**config.mk**
```make
export PLATFORM = sky130hd
export DESIGN_NAME = xonxoff_flowctl
export DESIGN_NICKNAME = d
export VERILOG_FILES = /design/src/rtl/xfc_pkg.sv /design/src/rtl/xfc_char_regs.sv /design/src/rtl/xfc_event_tracker.sv /design/src/rtl/xfc_tx_arbiter.sv /design/src/rtl/xonxoff_flowctl.sv
export SDC_FILE = /design/constraint.sdc
export NUM_CORES = 1
export LEC_CHECK = 0
export ABC_CLOCK_PERIOD_IN_PS = 1850
export BUFFER_PORTS_ARGS = -buffer_cell sky130_fd_sc_hd__buf_2
export CAP_MARGIN = 30
export CELL_PAD_IN_SITES_DETAIL_PLACEMENT = 1
export CELL_PAD_IN_SITES_GLOBAL_PLACEMENT = 2
export CORE_UTILIZATION = 35
export CTS_CLUSTER_DIAMETER = 200
export DETAILED_ROUTE_END_ITERATION = 7
export PLACE_DENSITY_LB_ADDON = 0.1
export SLEW_MARGIN = 20
export SYNTH_ARGS = -nofsm -noshare
export SYNTH_HDL_FRONTEND = slang
export SYNTH_HIERARCHICAL = 1
export SYNTH_SLANG_ARGS = --single-unit
```
**constraint.sdc**
```tcl
create_clock -name clk -period 1.85 [get_ports clk]
set_input_delay 0.2775 -clock clk [delete_from_list [all_inputs] [get_ports clk]]
set_output_delay 0.2775 -clock clk [all_outputs]
set_load 0.02 [all_outputs]
```
**src/rtl/xfc_pkg.sv**
```systemverilog
package xfc_pkg;
  localparam int CHAR_W = 8;

  typedef enum logic [1:0] {
    SEL_RESUME1 = 2'd0,
    SEL_RESUME2 = 2'd1,
    SEL_STOP1   = 2'd2,
    SEL_STOP2   = 2'd3
  } char_sel_e;

  typedef enum logic {
    ARB_FREE = 1'b0,
    ARB_TAIL = 1'b1
  } arb_state_e;

  typedef struct packed {
    logic [CHAR_W-1:0] resume1;
    logic [CHAR_W-1:0] resume2;
    logic [CHAR_W-1:0] stop1;
    logic [CHAR_W-1:0] stop2;
  } ctrl_chars_t;
endpackage

```
**src/rtl/xfc_char_regs.sv**
```systemverilog
module xfc_char_regs
  import xfc_pkg::*;
#(
  parameter logic [CHAR_W-1:0] RESUME_RST = 8'h11,
  parameter logic [CHAR_W-1:0] STOP_RST   = 8'h13
) (
  input  logic              clk,
  input  logic              rst,
  input  logic              wr_en,
  input  logic [1:0]        wr_sel,
  input  logic [CHAR_W-1:0] wr_data,
  output ctrl_chars_t       chars
);
  localparam int NUM_REGS = 4;

  logic [CHAR_W-1:0] regs_q [NUM_REGS];

  for (genvar g = 0; g < NUM_REGS; g++) begin : g_reg
    localparam logic [CHAR_W-1:0] RST_VAL = (g < 2) ? RESUME_RST : STOP_RST;
    always_ff @(posedge clk) begin
      if (rst) begin
        regs_q[g] <= RST_VAL;
      end else if (wr_en && (wr_sel == 2'(g))) begin
        regs_q[g] <= wr_data;
      end
    end
  end

  always_comb begin
    chars.resume1 = regs_q[SEL_RESUME1];
    chars.resume2 = regs_q[SEL_RESUME2];
    chars.stop1   = regs_q[SEL_STOP1];
    chars.stop2   = regs_q[SEL_STOP2];
  end
endmodule

```
**src/rtl/xfc_event_tracker.sv**
```systemverilog
module xfc_event_tracker #(
  parameter int LEVEL_W  = 7,
  parameter int MAX_TRIG = 64
) (
  input  logic               clk,
  input  logic               rst,
  input  logic               enable,
  input  logic [LEVEL_W-1:0] trigger,
  input  logic [LEVEL_W-1:0] level,
  input  logic               commit,
  output logic               pending,
  output logic               pend_is_stop,
  output logic               halted
);
  localparam logic [LEVEL_W-1:0] TRIG_MIN = LEVEL_W'(1);
  localparam logic [LEVEL_W-1:0] TRIG_MAX = LEVEL_W'(MAX_TRIG);

  logic [LEVEL_W-1:0] trig_eff;
  logic               above_q;
  logic               halted_q;

  always_comb begin
    if (trigger < TRIG_MIN) begin
      trig_eff = TRIG_MIN;
    end else if (trigger > TRIG_MAX) begin
      trig_eff = TRIG_MAX;
    end else begin
      trig_eff = trigger;
    end
  end

  // Desired remote state, registered once to cut the compare path.
  always_ff @(posedge clk) begin
    if (rst) begin
      above_q <= 1'b0;
    end else begin
      above_q <= enable && (level >= trig_eff);
    end
  end

  // State last announced to the remote side; it changes when a sequence starts.
  always_ff @(posedge clk) begin
    if (rst) begin
      halted_q <= 1'b0;
    end else if (commit) begin
      halted_q <= above_q;
    end
  end

  assign pending      = above_q != halted_q;
  assign pend_is_stop = above_q;
  assign halted       = halted_q;
endmodule

```
**src/rtl/xfc_tx_arbiter.sv**
```systemverilog
module xfc_tx_arbiter
  import xfc_pkg::*;
(
  input  logic              clk,
  input  logic              rst,
  input  logic              pending,
  input  logic              pend_is_stop,
  input  logic              two_char,
  input  ctrl_chars_t       chars,
  input  logic              data_valid,
  input  logic [CHAR_W-1:0] data_byte,
  output logic              data_ready,
  output logic              commit,
  output logic              tail_busy,
  output logic              tx_valid,
  input  logic              tx_ready,
  output logic [CHAR_W-1:0] tx_byte
);
  arb_state_e        st_q;
  logic              out_valid_q;
  logic [CHAR_W-1:0] out_byte_q;
  logic [CHAR_W-1:0] tail_q;
  logic              load_en;
  logic              free;
  logic [CHAR_W-1:0] first_char;
  logic [CHAR_W-1:0] second_char;

  always_comb begin
    load_en     = !out_valid_q || tx_ready;
    free        = st_q == ARB_FREE;
    commit      = load_en && free && pending;
    data_ready  = load_en && free && !pending;
    first_char  = pend_is_stop ? chars.stop1 : chars.resume1;
    second_char = pend_is_stop ? chars.stop2 : chars.resume2;
  end

  always_ff @(posedge clk) begin
    if (rst) begin
      st_q        <= ARB_FREE;
      out_valid_q <= 1'b0;
      out_byte_q  <= '0;
      tail_q      <= '0;
    end else if (load_en) begin
      if (st_q == ARB_TAIL) begin
        out_valid_q <= 1'b1;
        out_byte_q  <= tail_q;
        st_q        <= ARB_FREE;
      end else if (pending) begin
        out_valid_q <= 1'b1;
        out_byte_q  <= first_char;
        tail_q      <= second_char;
        st_q        <= two_char ? ARB_TAIL : ARB_FREE;
      end else if (data_valid) begin
        out_valid_q <= 1'b1;
        out_byte_q  <= data_byte;
      end else begin
        out_valid_q <= 1'b0;
      end
    end
  end

  assign tail_busy = st_q == ARB_TAIL;
  assign tx_valid  = out_valid_q;
  assign tx_byte   = out_byte_q;
endmodule

```
**src/rtl/xonxoff_flowctl.sv**
```systemverilog
module xonxoff_flowctl
  import xfc_pkg::*;
#(
  parameter int               LEVEL_W    = 7,
  parameter int               MAX_TRIG   = 64,
  parameter logic [CHAR_W-1:0] RESUME_RST = 8'h11,
  parameter logic [CHAR_W-1:0] STOP_RST   = 8'h13
) (
  input  logic               clk,
  input  logic               rst,
  input  logic               fc_enable,
  input  logic               two_char_mode,
  input  logic [LEVEL_W-1:0] rx_trigger,
  input  logic [LEVEL_W-1:0] rx_level,
  input  logic               cfg_wr_en,
  input  logic [1:0]         cfg_wr_sel,
  input  logic [CHAR_W-1:0]  cfg_wr_data,
  input  logic               data_valid,
  input  logic [CHAR_W-1:0]  data_byte,
  output logic               data_ready,
  output logic               tx_valid,
  output logic [CHAR_W-1:0]  tx_byte,
  input  logic               tx_ready
);
  ctrl_chars_t chars;
  logic        pending;
  logic        pend_is_stop;
  logic        halted;
  logic        commit;
  logic        tail_busy;

  xfc_char_regs #(
    .RESUME_RST(RESUME_RST),
    .STOP_RST  (STOP_RST)
  ) u_regs (
    .clk    (clk),
    .rst    (rst),
    .wr_en  (cfg_wr_en),
    .wr_sel (cfg_wr_sel),
    .wr_data(cfg_wr_data),
    .chars  (chars)
  );

  xfc_event_tracker #(
    .LEVEL_W (LEVEL_W),
    .MAX_TRIG(MAX_TRIG)
  ) u_track (
    .clk         (clk),
    .rst         (rst),
    .enable      (fc_enable),
    .trigger     (rx_trigger),
    .level       (rx_level),
    .commit      (commit),
    .pending     (pending),
    .pend_is_stop(pend_is_stop),
    .halted      (halted)
  );

  xfc_tx_arbiter u_arb (
    .clk         (clk),
    .rst         (rst),
    .pending     (pending),
    .pend_is_stop(pend_is_stop),
    .two_char    (two_char_mode),
    .chars       (chars),
    .data_valid  (data_valid),
    .data_byte   (data_byte),
    .data_ready  (data_ready),
    .commit      (commit),
    .tail_busy   (tail_busy),
    .tx_valid    (tx_valid),
    .tx_ready    (tx_ready),
    .tx_byte     (tx_byte)
  );
endmodule

```
==> flow_summary.toml, run 1 <==
[sta]
final.setup_skew_ps = 3.63
period_share = 0.942
finalSetupTns_ps = 0
fin_crit_ps = 1740
finalSetupViolCount = 0
relSlewSlack = 0.713
fmax_ghz = 0.574
hold_viol = 0
whs_ps = 223
final.setup.worst_slack_ps = 106
drv_slew = 0
tightestPinTransition_ps = 430
rsz0062_at_grt = "false"

[outcome]
status = "finished clean"

[finish]
nFillCells = 777
layout_common_cells = "48 x buf_2, 32 x edfxtp_1, 25 x nor2_1, 20 x a21oi_1, 20 x dfxtp_1"
final_nets = 312
final_common_cell = "buf_2"
seqCellArea_um2 = 1360
multiInputGateArea_um2 = 1020
drive_gt1_frac = 0.255
antennaDiodeCount = 0
syn_to_final_growth_pct = 15.9

[worst_setup_path]
cpLargestDelayFamily = "flip-flops"
reg2reg_depth = 5
crit_path_max_incr_delay_ps = 370
cp_slowest_cell = "dfxtp_1"
crit_required_ps = 1570
path_depth = 4
end_kind = "output pin"
crit_buf_inv = 1
start_kind = "flop"
critPathKind = "reg2out"
cp_max_fo = 8
path_cells = "xor2_1, nor2_2, and2_1, buf_2"
arrival_ps = 1470

[synth]
yosysSeqAreaShare = 0.545
syn_inst = 219
synth-seq-cells = 52
synth-edff-count = 32
synth.avg_cell_area_um2 = 11.4
synth_top_cell_area_share = 0.385
netlist_area_um2 = 2500
synth_top_cell_by_area = "edfxtp_1"
async_flop_share = 0
synth_top_flop_cell = "edfxtp_1"
synth.distinct_cells = 38
synth.area.top_cells = "edfxtp_1 38%, dfxtp_1 16%, a211oi_1 4.8%"
syn_nets = 265
yosys_warnings = 6

[die]
start_util = 0.365
die_w_um = 86.5
row_count = 30
die-height_um = 86.5
ios = 49
die-area_um2 = 7470
core_area_um2 = 6830

[route]
drt_pass1_iterations = 4
wl_per_cell_um = 15.5
totalWireLength_um = 5620
drtAntennaViolNets = 0
routed_via_density = 4.91
dr_wl_met2_um = 2800
dr_total_vias = 1781
drt-met1-wl_um = 2660
initialDrtViolationCount = 71
dr_wl_met3_um = 146
routed.top_layer = "met4"
drc = 0

[cts]
cts_buffers = 5
cts_max_path_buffers = 2
cts_hold_repair.buffers = 0
cts_max_level = 2
worstSkewPairLatency_ps = 300
cts.clk_slew.worst_paths_ps = 80
cts_root_buf = "clkbuf_8"
cts_tree = "done"
cts.sink_count = 52

[power]
ir_drop_mv = 0.224
leakage_uw = 0.00111
power_density_nw_per_um2 = 813

[grt]
grt_pass1_wl_um = 8710
grt_usage = 0.157
grt_max_degree = 21
grt_overflow = 0
antenna_found_initial = 0
grt_pass1_vias = 1743

[worst_hold_path]
hp-class = "in2reg"
holdPathStages = 3

[placed_design]
gp_congestion = 0.748
place_ws_ps = -18.5
port_buffers = 48
hpwl_um = 4320

[flow_run]
maxCapViolations = 0
[area by class of cell]
type	instances	area share
flip-flops and latches	52	0.470
multi-input cells	148	0.353
repair buffers	56	0.104
well taps	96	0.0415
clock buffers	7	0.0264
inverters	3	0.00389
clock inverters	1	0.00130
[path summary, 6_finish.rpt]
check	start	end	slack (ps)
hold reg to reg	u_arb/tx_valid	u_arb/tail_busy	500
setup reg to reg	u_track/pend_is_stop	u_arb/tx_byte[0]	190
hold / removal	data_valid	u_arb/tx_valid	220
setup / recovery	u_track/pend_is_stop	data_ready	110
[flip-flops by register name, summed over array words and instances, names as in the netlist]
name / flops
u_arb/tx_valid: 1
u_arb/tail_busy: 1
u_regs/regs_q: 32
u_arb/tx_byte: 8
u_arb/tail_q: 8
u_track/pend_is_stop: 1
u_track/halted: 1
[report_power, final]
group | leakage [uW] | total, uW | switching (uW) | internal [uW]
Clock | 0.0000399 | 610 | 346 | 264
Combinational | 0.000586 | 392 | 227 | 165
Sequential | 0.000479 | 1350 | 32.8 | 1320
[cell usage after synthesis (all sizes together), types with 5 or more instances]
| library cell | instances |
|---|---|
| a211oi | 16 |
| a21oi | 20 |
| a222oi | 7 |
| buf | 12 |
| dfxtp | 20 |
| edfxtp | 32 |
| ha | 7 |
| mux2 | 8 |
| mux2i | 9 |
| nand2 | 12 |
| nand2b | 5 |
| nand3b | 6 |
| nor2 | 26 |
[stage by stage]
step                      utilization  total power (uW)  cells  cell area, um^2
after floorplan                     -              1640    219             2500
after global placement          0.412              1770    355             2810
after detailed placement        0.412              1780    355             2810
after CTS                       0.424              2390    363             2890
after global routing            0.424              2460    363             2890
final                           0.424              2350    363             2890
[metal layers]
layer	vias to the layer above	GRT usage
met4	0	0.0712
li1	907	-
met5	-	0
met3	2	0.0210
met2	39	0.275
met1	833	0.192
[worst min-delay path, cell delays in order]
cell     delay, ps
buf_2          100
inv_1           40
a21oi_1         50
[repair_timing]
item / in CTS / in global routing
resized for setup: 1 / 0
buffers inserted: 0 / 0
setup endpoints to repair: 1 / 0
[cell families (layout without fill, tap and decap cells)]
logic type,count (synthesis),after routing,share of synthesized area
buffers and inverters,19,67,0.0466
adder cells (fa/ha/maj),7,7,0.0351
AND/OR/NAND/NOR,71,71,0.149
flip-flops,52,52,0.545
AO/OA/AOI/OAI,52,52,0.148
multiplexers,17,17,0.0722
XOR/XNOR,1,1,0.00351
Note: power is estimated with default switching activity, not from simulation.
==> run 2, diff against run 1 <==
--- a/config.mk
+++ b/config.mk
@@ -8,7 +8,7 @@
 export ABC_CLOCK_PERIOD_IN_PS = 1850
 export BUFFER_PORTS_ARGS = -buffer_cell sky130_fd_sc_hd__buf_2
 export CAP_MARGIN = 30
-export CELL_PAD_IN_SITES_DETAIL_PLACEMENT = 1
+export CELL_PAD_IN_SITES_DETAIL_PLACEMENT = 0
 export CELL_PAD_IN_SITES_GLOBAL_PLACEMENT = 2
 export CORE_UTILIZATION = 35
 export CTS_CLUSTER_DIAMETER = 200
==> flow_summary.toml, run 2 (synthesized netlist as in run 1, its figures left out) <==
[outcome]
status = "finished clean"

[placed_design]
hpwl_um = 3960
gp_congestion = 0.748
placed_area_um2 = 2810
port_buffers = 48

[finish]
drive_gt1_frac = 0.258
syn_to_final_growth_pct = 16.0
final_common_cell = "buf_2"
final_nets = 312
nFillCells = 705
layout_common_cells = "48 x buf_2, 32 x edfxtp_1, 25 x nor2_1, 20 x a21oi_1, 20 x dfxtp_1"
largest_reg_flops = 32
seqCellArea_um2 = 1360
multiInputGateArea_um2 = 1020
largest-register = "u_regs/regs_q"
fin_area_um2 = 2900
antennaDiodeCount = 0

[sta]
relSlewSlack = 0.725
tightestPinTransition_ps = 411
final.setup_skew_ps = 6.01
whs_ps = 223
drv_slew = 0
fin_crit_ps = 1730
fmax_ghz = 0.578
period_share = 0.936
rsz0062_at_grt = "false"
hold_viol = 0
finalSetupViolCount = 0

[flow_run]
maxCapViolations = 0

[route]
initialDrtViolationCount = 52
drtAntennaViolNets = 0
dr_total_vias = 1725
routed_via_density = 4.75
drc = 0
totalWireLength_um = 5150
drt_pass1_iterations = 4
wl_per_cell_um = 14.2

[cts]
cts_hold_repair.buffers = 0
cts_buffers = 5
cts_max_path_buffers = 2
cts.sink_count = 52
cts_post_setup_buffers_inserted = 0
cts.clk_slew.worst_paths_ps = 90
cts_tree = "done"
post_cts_resized = 1
worstSkewPairLatency_ps = 300
cts_max_level = 2
cts_root_buf = "clkbuf_8"

[worst_setup_path]
crit_required_ps = 1570
cp_max_fo = 8
critPathKind = "reg2out"
arrival_ps = 1450
start_kind = "flop"
end_kind = "output pin"

[die]
ios = 49
core_area_um2 = 6830
die-area_um2 = 7470
start_util = 0.365
die-height_um = 86.5
die_w_um = 86.5
row_count = 30

[power]
leakage_uw = 0.00111
power_density_nw_per_um2 = 810
ir_drop_mv = 0.296

[grt]
grt_pass1_vias = 1664
antenna_found_initial = 0
grt_max_degree = 21
grt_overflow = 0
grt_usage = 0.146
grt_pass1_wl_um = 8140

[worst_hold_path]
hp-class = "in2reg"
## run 2: cell counts in the layout (fill, tap and decap cells not counted)
Identical to the previous run, type by type.
## run 2: final timing paths
path                        startpoint          endpoint  slack (ps)  depth (start not counted)
setup / recovery        u_track/halted        data_ready         120                          4
hold / removal              data_valid    u_arb/tx_valid         220                          3
setup reg to reg  u_track/pend_is_stop  u_arb/tx_byte[0]         220                          5
hold reg to reg         u_arb/tx_valid   u_arb/tail_busy         500                          2
## run 2: metal layers
metal / global-route usage / vias to the layer above / wire (um)
li1: - / 907 / -
met1: 0.182 / 765 / 2420
met2: 0.249 / 47 / 2430
met3: 0.0362 / 6 / 236
met4: 0.0485 / 0 / 63
met5: 0 / - / 0
## run 2: final cells by class
cell class	count	area share
Multi-Input combinational cell	148	0.353
Timing Repair Buffer	56	0.104
Clock inverter	1	0.00173
Tap cell	96	0.0415
Clock buffer	7	0.0264
Sequential cell	52	0.470
Inverter	3	0.00389
## run 2: power breakdown
group	switching, uW	internal, uW	leakage, uW
combinational	224	165	0.000586
sequential	30.6	1320	0.000479
clock	340	266	0.0000422
total	594	1750	0.00111
## run 2: stage by stage
step,instances,total power [uW],worst slack (ps),setup TNS [ps],utilization
CTS,363,2380,91.0,0,0.424
global placement,355,1770,27.7,0,0.412
detailed placement,355,1770,-36.1,-36.1,0.412
finish,363,2340,119,0,0.424
floorplan,219,1640,231,0,-
global route,363,2460,32.3,0,0.424
## run 2: critical path, stage by stage, from the launching register on
cell and delay [ps]:
dfxtp_1 320, xor2_1 200, nor2_2 270, and2_1 200
buf_2 160
==> run 3, diff against run 2 <==
--- a/config.mk
+++ b/config.mk
@@ -14,6 +14,7 @@
 export CTS_CLUSTER_DIAMETER = 200
 export DETAILED_ROUTE_END_ITERATION = 7
 export PLACE_DENSITY_LB_ADDON = 0.1
+export SETUP_SLACK_MARGIN = 0.4
 export SLEW_MARGIN = 20
 export SYNTH_ARGS = -nofsm -noshare
 export SYNTH_HDL_FRONTEND = slang
==> flow_summary.toml, run 3 (synthesized netlist as in run 1, its figures left out) <==
[die]
die_w_um = 86.5
start_util = 0.365
row_count = 30
die-height_um = 86.5
ios = 49
die-area_um2 = 7470
core_area_um2 = 6830

[cts]
cts.clk_slew.worst_paths_ps = 80
cts_hold_repair.buffers = 0
cts_root_buf = "clkbuf_8"
cts_max_path_buffers = 2
cts_tree = "done"
cts_max_level = 2
worstSkewPairLatency_ps = 310
cts.sink_count = 52
cts_buffers = 5

[grt]
antenna_found_initial = 0
grt_usage = 0.152
grt_overflow = 0
grt_max_degree = 21
grt_pass1_vias = 1713
grt_pass1_wl_um = 8720

[route]
drc = 0
wl_per_cell_um = 14.5
totalWireLength_um = 5360
initialDrtViolationCount = 101
routed_via_density = 4.85
drt_pass1_iterations = 4
dr_total_vias = 1795
drtAntennaViolNets = 0

[finish]
layout_common_cells = "47 x buf_2, 32 x edfxtp_1, 25 x nor2_1, 19 x a21oi_1, 17 x dfxtp_1"
nFillCells = 692
final_common_cell = "buf_2"
antennaDiodeCount = 0
largest_reg_flops = 32
largest-register = "u_regs/regs_q"
drive_gt1_frac = 0.314
final_nets = 319
syn_to_final_growth_pct = 22.1

[power]
power_density_nw_per_um2 = 791
ir_drop_mv = 0.400
total_power_uw = 2410
leakage_uw = 0.00117

[sta]
finalSetupTns_ps = 0
finalSetupViolCount = 0
drv_slew = 0
fin_crit_ps = 1520
tightestPinTransition_ps = 541
hold_viol = 0
relSlewSlack = 0.639
period_share = 0.821
final.setup_skew_ps = 8.08
rsz0062_at_grt = "true"
fmax_ghz = 0.658

[outcome]
status = "finished clean"

[worst_hold_path]
hp-class = "in2reg"

[worst_setup_path]
arrival_ps = 1240
crit_required_ps = 1570
rrSetupSlack_ps = 390
critPathKind = "reg2out"
cp_max_fo = 4
start_kind = "flop"
end_kind = "output pin"

[placed_design]
hpwl_um = 3960
gp_congestion = 0.682
port_buffers = 48

[flow_run]
maxCapViolations = 0
run 3: layer usage:
layer	global-route usage	up-vias	wire length [um]
li1	-	920	-
met1	0.210	827	2640
met2	0.242	42	2370
met3	0.0410	6	308
met4	0.0273	0	38
met5	0	-	0
run 3: layout make-up:
| class | instances | area, um^2 | area share |
|---|---|---|---|
| clock buffers | 6 | 72.6 | 0.0238 |
| clock inverters | 2 | 11.3 | 0.00369 |
| inverters | 3 | 11.3 | 0.00369 |
| multi-input cells | 148 | 1090 | 0.358 |
| flip-flops and latches | 52 | 1370 | 0.449 |
| well taps | 96 | 120 | 0.0394 |
| repair buffers | 63 | 375 | 0.123 |
run 3: final timing paths:
kind	to	startpoint	cells past startpoint
min	u_arb/tx_valid	data_valid	3
max reg2reg	u_arb/tx_byte[3]	u_track/pend_is_stop	4
max	data_ready	u_track/pend_is_stop	4
min reg2reg	u_arb/tail_busy	u_arb/tx_valid	2
run 3: worst max-delay path: stages, from the launching register on:
cell and delay, ps:
dfxtp_4 390, xor2_4 210, nor2_4 50, and2_4 160, buf_6 120
run 3: timing repair:
item,in CTS,in global routing
pin swaps,2,10
endpoints found under the setup margin,12,19
resized for setup,13,6
cloned,0,0
setup buffers,2,7
run 3: report_power, final:
group	switching (uW)	leakage (uW)	internal (uW)	total, uW
clock network	361	0.0000388	263	624
logic	237	0.000646	197	434
registers	34.1	0.000481	1320	1350
total	632	0.00117	1780	2410
run 3: stage by stage:
stage	std cells	worst slack [ps]	area, um^2	util	hold WS, ps
5_1_grt	370	269	3050	0.446	201
4_1_cts	363	307	2970	0.435	208
3_3_place_gp	353	136	2820	0.413	495
6_report	370	331	3050	0.446	216
2_1_floorplan	219	337	2530	-	350
3_5_place_dp	353	121	2820	0.413	495
